===== src/rtl/rgn_pkg.sv =====
package rgn_pkg;

    localparam int ATTR_W = 4;

    typedef enum logic [1:0] {
        ACC_LOAD  = 2'd0,
        ACC_STORE = 2'd1,
        ACC_FETCH = 2'd2,
        ACC_RSVD  = 2'd3
    } acc_kind_e;

    typedef enum logic [1:0] {
        CAUSE_NONE        = 2'd0,
        CAUSE_LOAD_DENY   = 2'd1,
        CAUSE_STORE_DENY  = 2'd2,
        CAUSE_FETCH_DENY  = 2'd3
    } cause_e;

    typedef struct packed {
        logic rd;
        logic wr;
        logic ex;
    } perm_t;

    // Data permission and execute permission are decoded independently.
    function automatic perm_t attr_perm(input logic [ATTR_W-1:0] a);
        perm_t p;
        logic  data_ok;
        data_ok = ((a < 4'd6) && (a != 4'd3)) || (a == 4'd14);
        p.rd = data_ok;
        p.wr = data_ok;
        p.ex = (a >= 4'd1) && (a <= 4'd5);
        return p;
    endfunction

    function automatic cause_e deny_cause(input acc_kind_e k);
        case (k)
            ACC_LOAD:  return CAUSE_LOAD_DENY;
            ACC_FETCH: return CAUSE_FETCH_DENY;
            default:   return CAUSE_STORE_DENY;
        endcase
    endfunction

endpackage


===== src/rtl/rgn_table.sv =====
module rgn_table
    import rgn_pkg::*;
#(
    parameter int SEL_W = 3
) (
    input  logic              clk,
    input  logic              rst,
    input  logic              wr_en,
    input  logic [SEL_W-1:0]  wr_idx,
    input  logic [SEL_W-1:0]  wr_pbase,
    input  logic [ATTR_W-1:0] wr_attr,
    input  logic [SEL_W-1:0]  rd_idx,
    output logic [SEL_W-1:0]  rd_pbase,
    output logic [ATTR_W-1:0] rd_attr
);
    localparam int NREG = 1 << SEL_W;
    localparam logic [ATTR_W-1:0] RESET_ATTR = 4'd2;

    logic [SEL_W-1:0]  pbase_q [NREG];
    logic [ATTR_W-1:0] attr_q  [NREG];

    for (genvar i = 0; i < NREG; i++) begin : g_entry
        always_ff @(posedge clk) begin
            if (rst) begin
                pbase_q[i] <= SEL_W'(i);
                attr_q[i]  <= RESET_ATTR;
            end else if (wr_en && (wr_idx == SEL_W'(i))) begin
                pbase_q[i] <= wr_pbase;
                attr_q[i]  <= wr_attr;
            end
        end
    end

    assign rd_pbase = pbase_q[rd_idx];
    assign rd_attr  = attr_q[rd_idx];

    AST_CFG_WRITE_LANDS: assert property (@(posedge clk) disable iff (rst)
        wr_en |=> (attr_q[$past(wr_idx)] == $past(wr_attr)) &&
                  (pbase_q[$past(wr_idx)] == $past(wr_pbase)));

endmodule


===== src/rtl/rgn_perm_check.sv =====
module rgn_perm_check
    import rgn_pkg::*;
(
    input  logic [ATTR_W-1:0] attr,
    input  logic [1:0]        kind,
    output logic              grant,
    output logic [1:0]        cause
);
    perm_t     p;
    acc_kind_e k;

    always_comb begin
        p = attr_perm(attr);
        k = acc_kind_e'(kind);
        case (k)
            ACC_LOAD:  grant = p.rd;
            ACC_STORE: grant = p.wr;
            ACC_FETCH: grant = p.ex;
            default:   grant = 1'b0;
        endcase
        cause = grant ? CAUSE_NONE : deny_cause(k);
    end

endmodule


===== src/rtl/rgn_resp_stage.sv =====
module rgn_resp_stage
    import rgn_pkg::*;
#(
    parameter int VA_W  = 32,
    parameter int SEL_W = 3
) (
    input  logic             clk,
    input  logic             rst,
    input  logic             in_valid,
    input  logic             in_grant,
    input  logic [1:0]       in_cause,
    input  logic [SEL_W-1:0] in_pbase,
    input  logic [VA_W-SEL_W-1:0] in_ofs,
    output logic             out_valid,
    output logic [VA_W-1:0]  out_paddr,
    output logic             out_fault,
    output logic [1:0]       out_cause
);
    always_ff @(posedge clk) begin
        if (rst || !in_valid) begin
            out_valid <= 1'b0;
            out_paddr <= '0;
            out_fault <= 1'b0;
            out_cause <= CAUSE_NONE;
        end else begin
            out_valid <= 1'b1;
            out_fault <= !in_grant;
            out_cause <= in_cause;
            out_paddr <= in_grant ? {in_pbase, in_ofs} : '0;
        end
    end

endmodule


===== src/rtl/region_guard.sv =====
module region_guard
    import rgn_pkg::*;
#(
    parameter int VA_W  = 32,
    parameter int SEL_W = 3
) (
    input  logic              clk,
    input  logic              rst,
    input  logic              req_valid,
    input  logic [VA_W-1:0]   req_vaddr,
    input  logic [1:0]        req_kind,
    input  logic              cfg_we,
    input  logic [SEL_W-1:0]  cfg_idx,
    input  logic [SEL_W-1:0]  cfg_pbase,
    input  logic [3:0]        cfg_attr,
    output logic              rsp_valid,
    output logic [VA_W-1:0]   rsp_paddr,
    output logic              rsp_fault,
    output logic [1:0]        rsp_cause
);
    localparam int OFS_W = VA_W - SEL_W;

    logic [SEL_W-1:0]  sel;
    logic [OFS_W-1:0]  ofs;
    logic [SEL_W-1:0]  ent_pbase;
    logic [ATTR_W-1:0] ent_attr;
    logic              grant;
    logic [1:0]        cause;

    assign sel = req_vaddr[VA_W-1 -: SEL_W];
    assign ofs = req_vaddr[OFS_W-1:0];

    rgn_table #(.SEL_W(SEL_W)) table_i (
        .clk      (clk),
        .rst      (rst),
        .wr_en    (cfg_we),
        .wr_idx   (cfg_idx),
        .wr_pbase (cfg_pbase),
        .wr_attr  (cfg_attr),
        .rd_idx   (sel),
        .rd_pbase (ent_pbase),
        .rd_attr  (ent_attr)
    );

    rgn_perm_check perm_i (
        .attr  (ent_attr),
        .kind  (req_kind),
        .grant (grant),
        .cause (cause)
    );

    rgn_resp_stage #(.VA_W(VA_W), .SEL_W(SEL_W)) resp_i (
        .clk       (clk),
        .rst       (rst),
        .in_valid  (req_valid),
        .in_grant  (grant),
        .in_cause  (cause),
        .in_pbase  (ent_pbase),
        .in_ofs    (ofs),
        .out_valid (rsp_valid),
        .out_paddr (rsp_paddr),
        .out_fault (rsp_fault),
        .out_cause (rsp_cause)
    );

    AST_VALID_FOLLOWS_REQ: assert property (@(posedge clk) disable iff (rst)
        !$past(rst) |-> (rsp_valid == $past(req_valid)));

    AST_IDLE_OUTPUTS_ZERO: assert property (@(posedge clk) disable iff (rst)
        !rsp_valid |-> (!rsp_fault && rsp_cause == 2'd0 && rsp_paddr == '0));

    AST_OFFSET_PASSES: assert property (@(posedge clk) disable iff (rst)
        (!$past(rst) && rsp_valid && !rsp_fault) |->
            (rsp_paddr[OFS_W-1:0] == $past(req_vaddr[OFS_W-1:0])));

    AST_FAULT_HAS_CAUSE: assert property (@(posedge clk) disable iff (rst)
        rsp_valid |-> (rsp_fault == (rsp_cause != 2'd0)));

    AST_RSVD_DENIED: assert property (@(posedge clk) disable iff (rst)
        (!$past(rst) && $past(req_valid) && $past(req_kind) == 2'd3) |->
            (rsp_fault && rsp_cause == 2'd2));

    AST_FAULT_PADDR_ZERO: assert property (@(posedge clk) disable iff (rst)
        rsp_fault |-> (rsp_paddr == '0));

endmodule


===== config.mk =====
export PLATFORM = sky130hd
export DESIGN_NAME = region_guard
export DESIGN_NICKNAME = d
export VERILOG_FILES = /design/src/rtl/rgn_pkg.sv /design/src/rtl/rgn_table.sv /design/src/rtl/rgn_perm_check.sv /design/src/rtl/rgn_resp_stage.sv /design/src/rtl/region_guard.sv
export SDC_FILE = /design/constraint.sdc
export NUM_CORES = 1
export LEC_CHECK = 0
export CAP_MARGIN = 25
export CORE_MARGIN = 2
export CORE_UTILIZATION = 44
export CTS_CLUSTER_SIZE = 14
export DETAILED_ROUTE_END_ITERATION = 8
export DONT_BUFFER_PORTS = 1
export GPL_ROUTABILITY_DRIVEN = 0
export PLACE_DENSITY = 0.64
export RECOVER_POWER = 50
export SLEW_MARGIN = 5
export SYNTH_ARGS = -nofsm -noshare
export SYNTH_HDL_FRONTEND = slang
export SYNTH_SLANG_ARGS = --single-unit

===== constraint.sdc =====
create_clock -name clk -period 5 [get_ports clk]
set_input_delay 0.25 -clock clk [delete_from_list [all_inputs] [get_ports clk]]
set_output_delay 0.25 -clock clk [all_outputs]
set_load 0.05 [all_outputs]

Word-level counts from Yosys, hierarchy flattened

Memories as Yosys holds them, arrays and structs flattened. A register that Yosys moved wholly into a read port is not among the register bits.
Index checks and enable logic that the tools add are counted.
Widths: inputs -> output; s select.

Order comparisons: 3
Equality and inequality tests: 11
Multiplexer cells: 45
Bitwise gates (word level): 17
Reduce and logical (&&, ||, !) cells: 19

Operator list:

| operator           | count |
|---|---|
| $mux 4             | 8 |
| $mux 1             | 27 |
| $mux 3             | 8 |
| $or 1x1->1         | 16 |
| $eq 3x3->1 const B | 4 |
| $logic_and 1x1->1  | 10 |
| $eq 3x2->1 const B | 2 |
| $reduce_or 2->1    | 3 |
| $eq 4x4->1 const B | 1 |
| $ge 4x1->1 const B | 1 |
| $le 4x3->1 const B | 1 |
| $lt 4x3->1 const B | 1 |
| $ne 4x2->1 const B | 1 |
| $pmux 2 s2         | 1 |
| $eq 3x1->1 const B | 1 |
| $logic_not 3->1    | 1 |
| $eq 2x1->1 const B | 1 |
| $eq 2x2->1 const B | 1 |
| $logic_not 1->1    | 2 |
| $logic_not 2->1    | 1 |
| $logic_or 1x1->1   | 2 |
| $pmux 1 s2         | 1 |
| $not 1->1          | 1 |

Bits in registers: 36
RAM bits: 56
Bits of input ports: 48
Output and inout bits: 36
Logic and storage cells: 101
Memories: 2

Memories:

| name            | depth | width | rd ports | clocked after Yosys merged registers in | write ports | RTL line        | source |
|---|---|---|---|---|---|---|---|
| table_i.attr_q  | 8     | 4     | 1        | 0                                       | 8           | rgn_table.sv:20 | `logic [ATTR_W-1:0] attr_q [NREG];` |
| table_i.pbase_q | 8     | 3     | 1        | 1                                       | 8           | rgn_table.sv:19 | `logic [SEL_W-1:0] pbase_q [NREG];` |

Depth between registers and ports, before layout

Gate-level depths: netlist of run 1.
An unclocked memory read counts as a cell.

Depth in word-level cells: 7
Gate-level depth with buffers: 8
Gate-level depth less buffers: 5

Modules after synthesis

Synthesis of run 1 repeated with hierarchy kept, for this count alone.

Cell total of the unflattened synthesis: 266
Area total of the unflattened synthesis: 3,965.1 sq um

Modules (own cells, without submodules):

| module         | instances | cells each | area each (sq um) | sequential area each (sq um) |
|---|---|---|---|---|
| rgn_table      | 1         | 168        | 2,707.6           | 1,681.6 |
| rgn_resp_stage | 1         | 81         | 1,141.1           | 720.7 |
| rgn_perm_check | 1         | 17         | 116.4             | 0.0 |

Least setup slack after synthesis of run 1

No wires, ideal clock.

Path type: input port to flip-flop
From: input port req_vaddr[29]
To: register resp_i.out_paddr[10]
Setup time: 0.133 ns
Arrival: 2.054 ns
Required time: 4.867 ns
Path slack: 2.814 ns
Stages on the path: 8
Buffers on the path: 3
Cells stage by stage: buf_2 buf_6 mux4_2 mux2i_2 nor4_2 a211oi_4 buf_2 a21oi_1

Word-level cells in the longest chain between the ends: 7
Elaborated cells between the ends (all ways): 12
Classes of those cells: 3 x order compare; 2 x eq/ne; 1 x mux; 1 x bitwise; 4 x reduce/logical; 1 x memory

Ends and longest elaborated chain:

| item                                     | RTL line             | source |
|---|---|---|
| from (decl)                              | region_guard.sv:10   | `input logic [VA_W-1:0] req_vaddr,` |
| $mem_v2 8x4 *                            | -                    |  |
| $lt 4x3->1 or $ne 4x2->1 (tied branches) | rgn_pkg.sv:29        | `data_ok = ((a < 4'd6) && (a != 4'd3)) \|\| (a == 4'd14);` |
| $logic_and 1x1->1                        | rgn_pkg.sv:29        |  |
| $logic_or 1x1->1                         | rgn_pkg.sv:29        |  |
| $pmux 1 s2 *                             | rgn_perm_check.sv:15 | `case (k)` |
| $not 1->1 (no source line) *             | -                    |  |
| $reduce_or 2->1 (no source line) *       | -                    |  |
| to (signal assigned)                     | rgn_resp_stage.sv:29 | `out_paddr <= in_grant ? {in_pbase, in_ofs} : '0;` |
| to (decl)                                | rgn_resp_stage.sv:15 | `output logic [VA_W-1:0] out_paddr,` |

Every way passes the cells marked *; elsewhere a longest branch is shown, timed or not.
A chain may end at the register's enable or synchronous reset.

Worst setup path after layout of run 1

From: memory table_i.attr_q[7][2]
To: register resp_i.out_fault

Word-level cells in the longest chain between the ends: 6
Elaborated cells between the ends (all ways): 11
Classes of those cells: 3 x order compare; 2 x eq/ne; 1 x mux; 4 x reduce/logical; 1 x memory

Ends and longest elaborated chain:

| item                                     | RTL line             | source |
|---|---|---|
| from (decl)                              | rgn_table.sv:20      |  |
| $mem_v2 8x4 *                            | -                    |  |
| $lt 4x3->1 or $ne 4x2->1 (tied branches) | rgn_pkg.sv:29        |  |
| $logic_and 1x1->1                        | rgn_pkg.sv:29        |  |
| $logic_or 1x1->1                         | rgn_pkg.sv:29        |  |
| $pmux 1 s2 *                             | rgn_perm_check.sv:15 |  |
| $logic_not 1->1 *                        | rgn_resp_stage.sv:27 | `out_fault <= !in_grant;` |
| to (signal assigned)                     | rgn_resp_stage.sv:27 |  |
| to (decl)                                | rgn_resp_stage.sv:16 | `output logic out_fault,` |

Marks and branches as above.

==> results of run 1 <==
-- state kept, by name, indices dropped and copies added, names as in the netlist --
register          count
resp_i.out_paddr     32
table_i.attr_q       32
table_i.pbase_q      24
resp_i.out_cause      2
resp_i.out_fault      1
resp_i.out_valid      1
-- power by group --
group	leakage (nW)	switching, mW	internal, mW
Sequential	0.839	0.0567	0.846
Clock	0.106	0.267	0.239
Combinational	0.513	0.0721	0.0616
Total	1.46	0.395	1.15
-- routing by layer --
layer / routed length [um] / vias up / track usage
met1: 3468 / 1121 / 0.2286
met2: 3850 / 114 / 0.2879
met3: 650 / 13 / 0.04191
li1: - / 1083 / -
met4: 130 / 0 / 0.06934
met5: 0 / - / 0
-- synthesized netlist by cell type --
cell type   n  share of area
nor4_2      1         0.0033
and2_1     36          0.059
and3_1      2         0.0033
nor2b_1     2         0.0033
a21oi_1    30          0.039
inv_1       4         0.0039
clkbuf_1   12          0.012
nor3_1      2         0.0026
a211oi_4    1         0.0053
nor4b_2     2         0.0079
buf_2       4         0.0053
buf_6       2         0.0059
dfxtp_1    36           0.19
nand2b_1    6         0.0099
edfxtp_1   56           0.44
a21o_1      1         0.0020
nor2_1      8         0.0079
a31o_2      4         0.0092
o2111a_1    1         0.0030
mux2_2      2         0.0059
or3_1      17          0.028
mux4_2     14          0.083
mux2i_1     4          0.011
o21ai_2     1         0.0023
a211oi_1    3         0.0059
or2_2       1         0.0016
mux2i_2     1         0.0036
nand2_1    33          0.033
mux2i_4     1         0.0059
o21bai_1    3         0.0059
-- per-stage QoR --
stage,instances,total power [mW],cell area (um2),worst slack (ns)
floorplan,290,1.020,3804,2.814
global placement,378,1.034,3855,2.439
detailed placement,379,1.042,3870,2.708
CTS,416,1.558,4278,2.691
global route,416,1.600,4278,2.546
finish,416,1.543,4278,2.697
-- cell type report --
class | instances | area share
inverter | 4 | 0.003510
clock inverter | 6 | 0.01609
sequential | 92 | 0.5616
multi-input combinational | 176 | 0.3036
tap | 105 | 0.03071
timing repair buffer | 23 | 0.05440
clock buffer | 10 | 0.03013
-- worst paths after layout --
| check | from | endpoint | slack, ns | cells past startpoint |
|---|---|---|---|---|
| setup / recovery | table_i.attr_q[7][2] | resp_i.out_fault | 2.70 | 6 |
| hold / removal | req_vaddr[25] | resp_i.out_paddr[25] | 0.02 | 2 |
| setup reg to reg | table_i.attr_q[7][2] | resp_i.out_fault | 2.70 | 6 |
| hold reg to reg | table_i.pbase_q[0][0] | resp_i.out_paddr[29] | 0.86 | 3 |
-- cell families after synthesis --
| kind of cell | after synthesis |
|---|---|
| simple gates | 110 |
| buf+inv | 22 |
| compound gates | 44 |
| flops | 92 |
| mux | 22 |
-- repair_timing --
item	CTS	global route
hold endpoints to repair	21	0
endpoints found under the setup margin	0	0
hold buffers	21	0
setup buffers	0	0
==> out/metrics.cfg, run 1 <==
[grt]
grt_pass1_vias=2373
grt_pass1_wl_um=12830
overflow=0
grt_max_degree=36
grt_antenna_before_repair=0
grt_use_total=0.1765

[synthesis]
netlist_instances=290
netlist_area_um2=3804
ys_ff_latch=92
synthXorXnorAreaFrac=0
yosysWarnings=0
ys_seq_area_frac=0.6316
syn_avg_cell_area_um2=13.12
synth-adder-area-share=0
synth_cell_types=30
synth_compound_area_frac=0.07303
syn-num-nets=338
synthSimpleGateAreaFrac=0.1595
synth_top_family_by_area=simple AND/OR/NAND/NOR gates
synthMuxAreaShare=0.1089

[place]
io_buffers=0
hpwl_um=5455

[drt]
viasPerCell=5.603
drt-initial-drc-count=100
drt-pass1-iter-count=4
detail-route-antenna-nets=0
vias=2331
routed_wl_um=8100
avgRoutedWirePerCell_um=19.47
drc_errors=0

[worst_setup_path]
path_max_fanout=22
cpPeakStageDelay_ns=0.61
cp.arrival_ns=2.60
critPathLaunchType=register
worstPathCellList=mux4_2 > mux2i_2 > nor4_2 > a211oi_4 > buf_8 > and3_1
critPathKind=reg -> reg
worstPathRequired_ns=5.30
cp_num_buf_inv=1
slowest_stage=a211oi_4
cp_top_family=multiplexers
worstSetupEndpointType=register

[hold_path]
min_path_type=in -> reg

[sta]
setup_viol=0
tns_ns=0
rsz0062_at_grt=no
worst_pin_slew_ns=0.9835
clock_skew_ns=0.01262
period_share=0.4607
relSlewSlack=0.3393
max_freq_ghz=0.4342
whs_ns=0.01798
slew_violations=0
period_minus_slack_ns=2.303
finalHoldViolations=0

[clock_tree]
cts.clk_slew.worst_paths_ns=0.09
insertion_delay_ns=0.36
ctsRootBufferMaster=clkbuf_8
numCtsBuffers=9
clkSinkCount=92
cts-resized-gates=0
cts_buffer_depth=2
cts_tree=built
h-tree-depth=3

[die]
coreArea_um2=8299
die_w_um=96.98
rows=33
dieArea_um2=9404
initial_core_util=0.4583
ios=84
die_y_um=96.98

[run]
max_cap_viol_count=0

[final_layout]
drive_gt1_frac=0.1318
final_util=0.5155
final_common_cell=edfxtp_1
regArea_um2=2402
fillers=693
antennaDiodeCount=0
most-common-layout-cells=edfxtp_1 (56), dfxtp_1 (36), nand2_1 (33)
multiInputGateArea_um2=1299
synthToLayoutAreaGrowth_pct=12.47
fin_nets=354

[power_and_ir_drop]
ir_worst_vdd_mv=0.1384
power_density_nw_per_um2=360.6
p_leak_nw=1.458

[outcome]
status=finished, final reports clean

(Power assumes the default switching activity.)
==> run 2: changes to the inputs <==
--- a/config.mk
+++ b/config.mk
@@ -12,7 +12,7 @@
 export DETAILED_ROUTE_END_ITERATION = 8
 export DONT_BUFFER_PORTS = 1
 export GPL_ROUTABILITY_DRIVEN = 0
-export PLACE_DENSITY = 0.64
+export PLACE_DENSITY = 0.66
 export RECOVER_POWER = 50
 export SLEW_MARGIN = 5
 export SYNTH_ARGS = -nofsm -noshare
==> constraint.sdc (replaced) <==
create_clock -name clk -period 2.03 [get_ports clk]
set_input_delay 0.1015 -clock clk [delete_from_list [all_inputs] [get_ports clk]]
set_output_delay 0.1015 -clock clk [all_outputs]
set_load 0.05 [all_outputs]
==> run 2 against run 1 <==
  * The flow now finishes with violations (setup timing)
  * Via count up 5.9%
  * Hold slack better by 0.031 ns
  * Core utilization up 4.9 points
  * Die area unchanged
  * Critical endpoint is now resp_i.out_paddr[12]
  * Wire length up 5.6%
  * Critical path depth unchanged
  * Clock skew about the same
  * Critical path type unchanged
==> out/metrics.cfg, run 2 (synthesis gave the netlist of run 1 again) <==
[drt]
vias=2468  ; +5.9%
drt-initial-drc-count=123  ; +23%
drt-pass1-iter-count=4  ; unchanged
avgRoutedWirePerCell_um=19.05  ; -2.2%
routed_wl_um=8552  ; +5.6%
drc_errors=0  ; unchanged
detail-route-antenna-nets=0  ; unchanged
viasPerCell=5.497  ; -1.9%

[worst_setup_path]
cp.arrival_ns=2.39  ; -0.21 ns
reg2regPathDepth=6  ; unchanged
regToRegStartpoint=table_i.attr_q[7][3]
worstPathRequired_ns=2.27  ; -3.03 ns
critPathKind=reg -> reg
path_max_fanout=20  ; -9.1%
worstSetupEndpointType=register
reg2reg_setup_slack_ns=-0.12  ; -2.82 ns
worstReg2RegEnd=resp_i.out_paddr[12]
critPathLaunchType=register

[clock_tree]
numCtsBuffers=9  ; unchanged
insertion_delay_ns=0.35  ; about the same
clkSinkCount=92  ; unchanged
h-tree-depth=3  ; unchanged
cts_tree=built
cts.clk_slew.worst_paths_ns=0.10  ; about the same
cts_buffer_depth=2  ; unchanged
ctsRootBufferMaster=clkbuf_8

[sta]
worst_pin_slew_ns=0.6488  ; -0.3346 ns
clock_skew_ns=0.01241  ; -0.0002120 ns
setup_viol=35  ; +35
relSlewSlack=0.5674  ; +0.2281
tns_ns=-2.753  ; -2.753 ns
finalHoldViolations=0  ; unchanged
rsz0062_at_grt=yes
period_minus_slack_ns=2.150  ; -0.1534 ns
fin_ws_ns=-0.1198  ; -2.817 ns
period_share=1.059  ; +0.5984
max_freq_ghz=0.4652  ; +7.1%
slew_violations=0  ; unchanged

[power_and_ir_drop]
ir_worst_vdd_mv=0.3006  ; +120%
cellInternalPower_mw=2.903  ; +150%
power_switching_mw=1.028  ; +160%
p_leak_nw=1.633  ; +12%
seqPwrFrac=0.566  ; -0.019
power_mw=3.930  ; +150%
power_density_nw_per_um2=838.3  ; +130%
clkPwrFrac=0.317  ; -0.011
swShare=0.2615  ; +0.005116
power_frac_comb=0.118  ; +0.031

[final_layout]
final_common_cell=edfxtp_1
fin_nets=387  ; +9.3%
drive_gt1_frac=0.1802  ; +0.04840
most-common-layout-cells=edfxtp_1 (56), dlygate4sd3_1 (39), dfxtp_1 (36)
antennaDiodeCount=0  ; unchanged
final_util=0.5649  ; +0.04945
fillers=669  ; -3.5%
synthToLayoutAreaGrowth_pct=23.26
reg_top3=resp_i.out_paddr: 32 flops, table_i.attr_q: 32 flops, table_i.pbase_q: 24 flops
finalInstanceArea_um2=4688  ; +9.6%

[die]
coreArea_um2=8299  ; unchanged
die_w_um=96.98  ; unchanged
ios=84  ; unchanged
die_y_um=96.98  ; unchanged
initial_core_util=0.4583  ; unchanged
rows=33  ; unchanged
dieArea_um2=9404  ; unchanged

[place]
hpwl_um=5437  ; -0.33%
dpl_cell_area_um2=3943  ; +1.9%
io_buffers=0  ; unchanged

[outcome]
violations=setup timing
status=finished with violations

[grt]
overflow=0  ; unchanged
grt_use_total=0.1848  ; +0.008300
grt_max_degree=36  ; unchanged
grt_pass1_vias=2448  ; +3.2%
grt_pass1_wl_um=13380  ; +4.3%
grt_antenna_before_repair=0  ; unchanged

[hold_path]
holdPathStages=2  ; unchanged
min-delay-start=req_vaddr[31]
hold_end=resp_i.out_paddr[31]
min_path_type=in -> reg

[run]
max_cap_viol_count=0  ; unchanged

[run 2: layout make-up]
cell class | instances | area (um2) | share of cell area
flip-flops and latches | 92 | 2402 | 0.5124
clock buffers | 10 | 128.9 | 0.02749
multi-input cells | 177 | 1408 | 0.3002
clock inverters | 6 | 71.32 | 0.01521
inverters | 4 | 15.01 | 0.003203
repair buffers | 55 | 531.8 | 0.1134
well taps | 105 | 131.4 | 0.02802
[run 2: metrics by stage]
stage	hold WS [ns]	setup WS, ns	cells
global route	0.04555	-0.2082	449
finish	0.04898	-0.1198	449
detailed placement	0.2226	-0.2637	387
CTS	0.01285	-0.1119	449
global placement	0.2216	-0.5115	386
floorplan	0.2176	-0.007916	290
[run 2: power by group through the flow]
stage	combinational, mW	sequential (mW)	clock (mW)
after floorplan	0.262	2.25	0
after global placement	0.306	2.26	0
after detailed placement	0.319	2.27	0
after CTS	0.444	2.22	1.26
after global routing	0.499	2.23	1.35
final	0.463	2.22	1.24
[run 2: worst max-delay path by stage]
| stage | to | cells after the start | from |
|---|---|---|---|
| 2_1_floorplan | resp_i.out_paddr[10] | 8 | req_vaddr[29] |
| 3_3_place_gp | resp_i.out_cause[1] | 5 | table_i.attr_q[5][1] |
| 3_5_place_dp | resp_i.out_paddr[12] | 6 | table_i.attr_q[4][1] |
| 4_1_cts | resp_i.out_paddr[12] | 6 | table_i.attr_q[7][3] |
| 5_1_grt | resp_i.out_paddr[19] | 7 | table_i.attr_q[7][3] |
| 6_report | resp_i.out_paddr[12] | 6 | table_i.attr_q[7][3] |
[run 2: routing by layer]
metal  GRT usage  wire [um]  up-vias
li1            -          -     1148
met1      0.2419       3607     1196
met2      0.3066       4199      116
met3     0.04913        668        8
met4     0.04875         75        0
met5           0          0        -
[run 2: repair_timing]
action,in CTS,in global routing
setup endpoints to repair,35,35
hold buffers,39,0
resized for setup,7,12
setup buffers,6,0
endpoints found under the hold margin,89,0
gates cloned,1,0
pin swaps,3,11
[run 2: worst max-delay path: stages, from the launching register on]
cell	delay, ns
edfxtp_1	0.38
mux4_2	0.48
mux2_4	0.28
buf_4	0.16
a211oi_4	0.42
buf_8	0.22
a21oi_1	0.09
==> run 3: changes to the inputs <==
--- a/config.mk
+++ b/config.mk
@@ -12,8 +12,9 @@
 export DETAILED_ROUTE_END_ITERATION = 8
 export DONT_BUFFER_PORTS = 1
 export GPL_ROUTABILITY_DRIVEN = 0
-export PLACE_DENSITY = 0.66
+export PLACE_DENSITY = 0.61
 export RECOVER_POWER = 50
+export SETUP_SLACK_MARGIN = 0.1
 export SLEW_MARGIN = 5
 export SYNTH_ARGS = -nofsm -noshare
 export SYNTH_HDL_FRONTEND = slang
==> run 3 against run 2 <==
  * The run still ends with setup timing left
  * Critical endpoint is now resp_i.out_paddr[10]
  * Die area stayed put
  * Core utilization is 0.17 points higher
  * Combinational power is 6.9% higher
  * Final area is 0.29% higher
  * Via count is 1.3% lower
  * Register-to-register slack worse by 0.07 ns
  * Flip-flop and latch count stayed put
  * Final cell count stayed put
  * First-iteration DRC count is 28% lower
  * Hold slack worse by 0.00055 ns
==> out/metrics.cfg, run 3 (synthesis gave the netlist of run 1 again) <==
[outcome]
status=finished with violations
violations=setup timing

[worst_setup_path]
critPathKind=reg -> reg
regToRegStartpoint=table_i.attr_q[5][3]
slowest_stage=mux4_2
cpMostUsedCell=buf_6
cp_num_buf_inv=3  ; +1
path_max_fanout=6  ; -70%
worstPathCellList=mux4_2 > mux2_4 > buf_6 > nor4b_4 > a211oi_4 > buf_6 > buf_16 > a21oi_1
reg2regPathDepth=8  ; +2
worstReg2RegEnd=resp_i.out_paddr[10]
reg2reg_setup_slack_ns=-0.19  ; -0.07 ns
cp.arrival_ns=2.52  ; +0.13 ns
cpPeakStageDelay_ns=0.47  ; about the same
worstPathRequired_ns=2.33  ; +0.06 ns
critPathLaunchType=register
worstSetupEndpointType=register
cp_top_family=multiplexers

[sta]
fin_ws_ns=-0.1923  ; -0.07249 ns
max_freq_ghz=0.4500  ; -3.3%
whs_ns=0.04844  ; -0.0005456 ns
rsz0062_at_grt=yes
period_share=1.095  ; +0.03571
finalHoldViolations=0  ; unchanged
setup_viol=35  ; unchanged
worst_pin_slew_ns=0.5282  ; -0.1206 ns
clock_skew_ns=0.008850  ; -0.003558 ns
relSlewSlack=0.6479  ; +0.08043
slew_violations=0  ; unchanged
period_minus_slack_ns=2.222  ; +0.07249 ns

[clock_tree]
ctsRootBufferMaster=clkbuf_8
cts_tree=built
h-tree-depth=3  ; unchanged
clkSinkCount=92  ; unchanged
cts.clk_slew.worst_paths_ns=0.10  ; about the same
numCtsBuffers=9  ; unchanged
insertion_delay_ns=0.36  ; about the same
cts_buffer_depth=2  ; unchanged

[hold_path]
min_path_type=in -> reg
hold_end=resp_i.out_paddr[29]
holdPathStages=2  ; unchanged
min-delay-start=req_valid

[die]
die_y_um=96.98  ; unchanged
ios=84  ; unchanged
rows=33  ; unchanged
coreArea_um2=8299  ; unchanged
die_w_um=96.98  ; unchanged
initial_core_util=0.4583  ; unchanged
dieArea_um2=9404  ; unchanged

[final_layout]
final_common_cell=edfxtp_1
most-common-layout-cells=edfxtp_1 (56), dlygate4sd3_1 (39), and2_1 (36), dfxtp_1 (36), nand2_1 (33)
fin_nets=387  ; unchanged
fin_cells=449  ; unchanged
synthToLayoutAreaGrowth_pct=23.62
antennaDiodeCount=0  ; unchanged
reg_top3=resp_i.out_paddr: 32 flops, table_i.attr_q: 32 flops, table_i.pbase_q: 24 flops
drive_gt1_frac=0.2035  ; +0.02326
final_util=0.5666  ; +0.001658

[power_and_ir_drop]
power_switching_mw=1.057  ; +2.8%
seqPwrFrac=0.577  ; +0.011
swShare=0.2741  ; +0.01268
ir_worst_vdd_mv=0.3981  ; +32%
cellInternalPower_mw=2.797  ; -3.6%
power_frac_comb=0.128  ; +0.010
power_mw=3.854  ; -1.9%
clkPwrFrac=0.295  ; -0.022
p_leak_nw=1.641  ; +0.50%
power_density_nw_per_um2=819.6  ; -2.2%

[drt]
avgRoutedWirePerCell_um=19.35  ; +1.6%
drt-pass1-iter-count=4  ; unchanged
drc_errors=0  ; unchanged
routed_wl_um=8686  ; +1.6%
drt-initial-drc-count=89  ; -28%
detail-route-antenna-nets=0  ; unchanged
vias=2437  ; -1.3%
viasPerCell=5.428  ; -1.3%

[place]
hpwl_um=5513  ; +1.4%
io_buffers=0  ; unchanged
pre_cts_ws_ns=-0.2549  ; +0.008834 ns
dp_cells=387  ; unchanged

[grt]
overflow=0  ; unchanged
grt_pass1_wl_um=13500  ; +0.87%
grt_pass1_vias=2484  ; +1.5%
grt_max_degree=36  ; unchanged
grt_use_total=0.1869  ; +0.002016
grt_antenna_before_repair=0  ; unchanged

[run]
max_cap_viol_count=0  ; unchanged

==> run 3: worst reg2reg max path, delay by kind of cell, from the launching register on <==
family	cells	cell delay, ns
flip-flops	1	0.39
buffers and inverters	3	0.42
AND/OR/NAND/NOR	1	0.34
AO/OA/AOI/OAI	2	0.26
multiplexers	2	0.77
==> run 3: timing repair <==
action                                  CTS  global route
cloned                                    2             0
setup buffers                             5             0
gates resized for setup                   8            14
pin swaps                                 2            11
hold endpoints to repair                 90             0
hold buffers                             39             0
endpoints found under the setup margin   35            35
==> run 3: power groups by stage <==
stage | clock network, mW | registers [mW] | logic, mW
2_1_floorplan | 0 | 2.25 | 0.291
3_3_place_gp | 0 | 2.26 | 0.327
3_5_place_dp | 0 | 2.27 | 0.342
4_1_cts | 1.16 | 2.22 | 0.485
5_1_grt | 1.24 | 2.23 | 0.528
6_report | 1.14 | 2.22 | 0.495
==> run 3: how the worst max path moves through the flow <==
| stage | start | end | slack (ns) | cells after the start |
|---|---|---|---|---|
| 6_report | table_i.attr_q[5][3] | resp_i.out_paddr[10] | -0.19 | 8 |
| 4_1_cts | table_i.attr_q[2][3] | resp_i.out_paddr[28] | -0.19 | 8 |
| 3_3_place_gp | table_i.attr_q[5][1] | resp_i.out_cause[1] | -0.58 | 5 |
| 5_1_grt | table_i.attr_q[2][3] | resp_i.out_paddr[28] | -0.26 | 8 |
| 3_5_place_dp | table_i.attr_q[2][3] | resp_i.out_cause[0] | -0.25 | 7 |
| 2_1_floorplan | req_vaddr[29] | resp_i.out_cause[1] | 0.10 | 8 |
==> run 3: layout make-up <==
cell class | count | area, um2
Sequential cell | 92 | 2402
Multi-Input combinational cell | 176 | 1395
Fill cell | 670 | 3597
Clock buffer | 9 | 123.9
Timing Repair Buffer | 56 | 579.3
Clock inverter | 7 | 55.05
Inverter | 4 | 15.01
Tap cell | 105 | 131.4
==> run 3: per-layer routing <==
layer	routed length (um)	up-vias	global-route usage
met2	4364	98	0.3216
met3	604	11	0.05564
met5	0	-	0
li1	-	1146	-
met1	3627	1182	0.2313
met4	89	0	0.04659
==> run 3: per-stage QoR <==
stage / instance area, um2 / setup TNS [ns]
global route: 4702 / -7.129
finish: 4702 / -4.365
detailed placement: 3978 / -6.019
global placement: 3963 / -18.88
floorplan: 3870 / 0
CTS: 4663 / -4.431
